## src/rtl/trace_frame_splitter.sv

```systemverilog
module trace_frame_splitter #(
  parameter int GAP_W  = 16,
  parameter int SKIP_W = 8
) (
  input  logic              clk,
  input  logic              rst_n,
  input  logic              in_valid,
  input  logic [7:0]        in_byte,
  input  logic [6:0]        sel_id,
  input  logic [SKIP_W-1:0] skip_bytes,
  input  logic [GAP_W-1:0]  gap_cycles,
  output logic              out_valid,
  output logic [7:0]        out_byte,
  output logic [6:0]        active_id
);
  localparam int NPAY = 15;
  localparam logic [3:0] LAST = 4'(NPAY);
  localparam logic [31:0] SYNC_WORD = 32'hFFFF_FF7F;

  logic [3:0]        fpos;
  logic [7:0]        fbuf [NPAY];
  logic [23:0]       hist;
  logic [SKIP_W-1:0] skip_cnt;
  logic [GAP_W-1:0]  idle;

  logic              walking;
  logic [3:0]        wpos;
  logic [7:0]        wbuf [NPAY];
  logic [7:0]        waux;
  logic [6:0]        cur_id, pend_id;
  logic              pend_v;

  wire skipping  = skip_cnt < skip_bytes;
  wire take      = in_valid && !skipping;
  wire gap_hit   = idle >= gap_cycles;
  wire [3:0]  pos_now  = gap_hit ? 4'd0 : fpos;
  wire [23:0] hist_now = gap_hit ? 24'd0 : hist;
  wire sync_hit  = {hist_now, in_byte} == SYNC_WORD;
  wire frame_end = take && !sync_hit && (pos_now == LAST);

  wire [7:0] wb    = wbuf[wpos];
  wire       wodd  = wpos[0];
  wire       abit  = waux[wpos[3:1]];
  wire       is_id = !wodd && wb[0];
  wire [7:0] wdata = wodd ? wb : {wb[7:1], abit};
  wire       emit  = walking && !is_id && (cur_id == sel_id) && (cur_id != 7'd0);

  assign active_id = cur_id;

  always_ff @(posedge clk) begin
    if (!rst_n) begin
      fpos     <= '0;
      hist     <= '0;
      skip_cnt <= '0;
      idle     <= '0;
      for (int i = 0; i < NPAY; i++) fbuf[i] <= '0;
    end else begin
      if (in_valid) idle <= '0;
      else if (idle != '1) idle <= idle + 1'b1;
      if (in_valid && skipping) skip_cnt <= skip_cnt + 1'b1;
      if (take) begin
        hist <= {hist_now[15:0], in_byte};
        if (sync_hit) fpos <= '0;
        else begin
          fpos <= pos_now + 4'd1;
          if (pos_now != LAST) fbuf[pos_now] <= in_byte;
        end
      end
    end
  end

  always_ff @(posedge clk) begin
    if (!rst_n) begin
      walking   <= 1'b0;
      wpos      <= '0;
      waux      <= '0;
      cur_id    <= '0;
      pend_id   <= '0;
      pend_v    <= 1'b0;
      out_valid <= 1'b0;
      out_byte  <= '0;
      for (int i = 0; i < NPAY; i++) wbuf[i] <= '0;
    end else begin
      out_valid <= emit;
      if (emit) out_byte <= wdata;
      if (walking) begin
        if (is_id) begin
          if (abit) begin
            pend_id <= wb[7:1];
            pend_v  <= 1'b1;
          end else begin
            cur_id <= wb[7:1];
            pend_v <= 1'b0;
          end
        end else if (wodd && pend_v) begin
          cur_id <= pend_id;
          pend_v <= 1'b0;
        end
        wpos <= wpos + 4'd1;
        if (wpos == LAST - 4'd1) walking <= 1'b0;
      end
      if (frame_end) begin
        for (int i = 0; i < NPAY; i++) wbuf[i] <= fbuf[i];
        waux    <= in_byte;
        wpos    <= '0;
        walking <= 1'b1;
      end
    end
  end

  assert_skip_hold_R2: assert property (@(posedge clk) disable iff (!rst_n)
    skipping |-> (fpos == 4'd0));
  assert_id_quiet_R4: assert property (@(posedge clk) disable iff (!rst_n)
    !walking |=> $stable(cur_id));
  assert_defer_R5: assert property (@(posedge clk) disable iff (!rst_n)
    (walking && wodd && pend_v) |=> (cur_id == $past(pend_id)));
  assert_null_never_R7: assert property (@(posedge clk) disable iff (!rst_n)
    out_valid |-> ($past(cur_id) != 7'd0));
  assert_sync_restart_R8: assert property (@(posedge clk) disable iff (!rst_n)
    (take && sync_hit) |=> (fpos == 4'd0));
  assert_gap_restart_R9: assert property (@(posedge clk) disable iff (!rst_n)
    (in_valid && !skipping && idle >= gap_cycles) |=> (fpos == 4'd1));
  assert_walk_range_R10: assert property (@(posedge clk) disable iff (!rst_n)
    walking |-> (wpos < LAST));
  assert_out_from_walk_R10: assert property (@(posedge clk) disable iff (!rst_n)
    out_valid |-> $past(walking));
endmodule

```

## config.mk

```make
export PLATFORM = sky130hd
export DESIGN_NAME = trace_frame_splitter
export DESIGN_NICKNAME = d
export VERILOG_FILES = /design/src/rtl/trace_frame_splitter.sv
export SDC_FILE = /design/constraint.sdc
export NUM_CORES = 1
export LEC_CHECK = 0
export BUFFER_PORTS_ARGS = -buffer_cell sky130_fd_sc_hd__buf_2
export CAP_MARGIN = 20
export CORE_MARGIN = 2
export CORE_UTILIZATION = 43
export DETAILED_ROUTE_END_ITERATION = 16
export PLACE_DENSITY = 0.59
export SYNTH_ARGS = -nofsm -noshare
export SYNTH_HDL_FRONTEND = slang
export SYNTH_SLANG_ARGS = --single-unit
```

## constraint.sdc

```tcl
create_clock -name clk -period 11.35 [get_ports clk]
set_clock_uncertainty 0.15 [all_clocks]
set_input_delay 2.8375 -clock clk [delete_from_list [all_inputs] [get_ports clk]]
set_output_delay 2.8375 -clock clk [all_outputs]
set_load 0.01 [all_outputs]
```

==> summary.txt <==
CTS H-tree depth: 2
Share of cells above drive strength 1: 13.4%
Post-synth EDFFs: 240
First-pass GRT wire length: 51,300 um
Via count of the first global-routing pass: 9,004
Critical Path AT: 7060 ps
Total power: 2.62 mW
Final hold slack: 291 ps
CTS Hold Buffers Added: 0
Core area: 33,400 sq um
Vias post-DR: 9,137
Ys flop type: edfxtp_1
Final routed DRC violation total: 0
Fmax: 0.141 GHz
Worst Path Max Fanout: 73
Die width: 188 um
Commonest non-fill, non-tap cell in the layout: edfxtp_1
Syn_nets: 1,284
Layout Cells excl Fill: 1,732
Hold Fails Final Rpt: 0
Detailed placement HPWL: 20,500 um
Clock root cell: clkbuf_16
Fin crit share: 62.4%
Num rows: 67
Routed len/inst: 18.6 um
Register area share after synthesis: 62.6%
Synth Register Bits: 333
Crit start category: input port
First-pass DRT Iterations: 5
# nets final: 1,330
Cells after Synth: 1,211
Initial antenna violation count: 0
R2R depth: 14
Setup bufs post-CTS: 0
Outcome: finished, final reports clean
Rel. slew slack: 26.9%
Max-slew violations: 0
IO Pins: 58
TNS Setup: 0 ps
RSZ-0062 raised after global routing: false
Worst Min Path Start: out_byte[0]
Hold Path Sink: out_byte[0]
Top post-synthesis cells by area: edfxtp_1 (50%), dfxtp_1 (13%), and2_1 (5.3%)
Total GRT Usage: 18.6%
Antenna Cells: 0
Hold WC Path Type: register to register
Initial Utilization: 43.4%
Worst-margin pin slew: 1090 ps
CTS max path bufs: 3
Minimum clock period: 7090 ps
Worst VDD drop: 0.101 mV
Max-Cap Viols: 0
Area grow syn2layout: 13.4%
Synth warn: 0
Final GP Congestion: 0.764
Worst r2r src: idle[0]
Die ar.: 35,200 sq um
Clock Latency Late Sink: 520 ps
Reg clk slew, reported paths: 60 ps
Clk sinks: 333
Placed Cells: 1,660
Most frequent cells in the layout: edfxtp_1 (240), and2_1 (122), nor2_1 (119), nand2_1 (98), dfxtp_1 (92)
Synth async-reset ratio: 0%
Yosys cell types: 52
Drt total wl: 32,200 um
CP endpoint kind: register
Yosys top cell area share: 49.7%
Post-CTS sizing: 0
Syn_area_per_cell: 12.0 sq um
Hold Path Stages: 2
Required time of the critical path: 11,330 ps
CTS tree: done
Pin count of the biggest net entering global routing: 89
IO Port Bufs: 57
Grt ovf: 0
DR vias/cell: 5.28
Antenna viol nets, final: 0
Worst r2r dst: wbuf[12][4]
Register-to-register setup slack: 6270 ps
Leading area contributor after synthesis: edfxtp_1
Leakage: 5.82 nW
Starting DRT DRC Count: 739
CP Class: input port to register
Mapped Area: 14,500 sq um
Die height: 188 um
Setup-failing EPs final: 0
Cts bufs inserted: 37
Pwr dens: 159 nW/um^2
==> cells in the mapped netlist, drive strengths merged, types with 6 or more instances <==
master  instances
o22ai          10
clkbuf         61
nand4          29
a21oi          54
edfxtp        240
mux2i          41
buf            14
and2          122
nor3           37
inv            49
o211ai         11
xor2           16
nand2          98
mux4           26
nor4           27
xnor2          11
o21ai          36
and3            6
dfxtp          93
ha             31
nand3          23
nor2          121
o31ai           6
nand2b          6
==> cell type report <==
type                    instances  area [sq um]
repair buffers                 82           470
multi-input cells             754          4960
inverters                      49           184
clock inverters                20           223
flip-flops and latches        333          9070
clock buffers                  46           970
well taps                     448           561
fillers                      3036         16900
==> worst max-delay path: stages <==
cell      delay, ps
buf_2            80
inv_1            40
ha_1            300
a21o_1          180
a21oi_1         140
o221ai_1        210
a211oi_4        320
buf_8           230
and2_1          210
ha_1            200
nand3_1          80
or4b_1          630
o21ai_4         170
buf_4           570
buf_4           820
==> worst max path at each step <==
| stage | startpoint | end | slack [ps] |
|---|---|---|---|
| final | gap_cycles[13] | wbuf[12][4] | 4260 |
| after CTS | gap_cycles[13] | wbuf[14][7] | 3630 |
| after detailed placement | gap_cycles[13] | wbuf[4][1] | 3090 |
| after global placement | gap_cycles[13] | wbuf[4][1] | 3230 |
| after global routing | gap_cycles[11] | wbuf[14][4] | 3950 |
| after floorplan | gap_cycles[13] | wbuf[0][0] | 2010 |
==> state kept, by name, indices dropped and copies added, names as in the netlist, 4 cells and up, named ones only <==
register and flops:
fbuf 120, wbuf 120, hist 24, idle 16, out_byte 8, skip_cnt 8, waux 8, active_id 7
pend_id 7, fpos 4, wpos 4
==> logic make-up (layout without fill, tap and decap cells) <==
| family | count (synthesis) | in the layout | synth area share [%] |
|---|---|---|---|
| AOI/OAI and AO/OA | 140 | 140 | 5.71 |
| xor gates and xnor gates | 27 | 27 | 1.63 |
| adders and majority gates | 31 | 31 | 2.68 |
| buffers and inverters | 124 | 197 | 3.40 |
| DFF | 333 | 333 | 62.6 |
| muxes | 68 | 68 | 6.95 |
| and+or+nand+nor | 488 | 488 | 17.1 |
==> routing by layer <==
layer | vias up | global-route usage, % | part of all wire [%]
met4 | 0 | 5.09 | 2.0
met2 | 217 | 31.1 | 48
met3 | 43 | 2.40 | 5.2
li1 | 4442 | - | -
met1 | 4435 | 25.7 | 45
met5 | - | 0 | 0
==> through the flow <==
step                utilization, %  setup slack (ps)  cell area, sq um
floorplan                        -              2010             14500
global placement              45.6              3230             15200
detailed placement            45.6              3090             15200
CTS                           49.1              3630             16400
global route                  49.3              3950             16400
finish                        49.3              4260             16400
==> where the power goes <==
part | switching (mW) | total, mW | internal, mW
clock network | 0.464 | 1.18 | 0.719
logic | 0.0599 | 0.0878 | 0.0279
registers | 0.0112 | 1.35 | 1.34
Note: power is estimated with default switching activity, not from simulation.
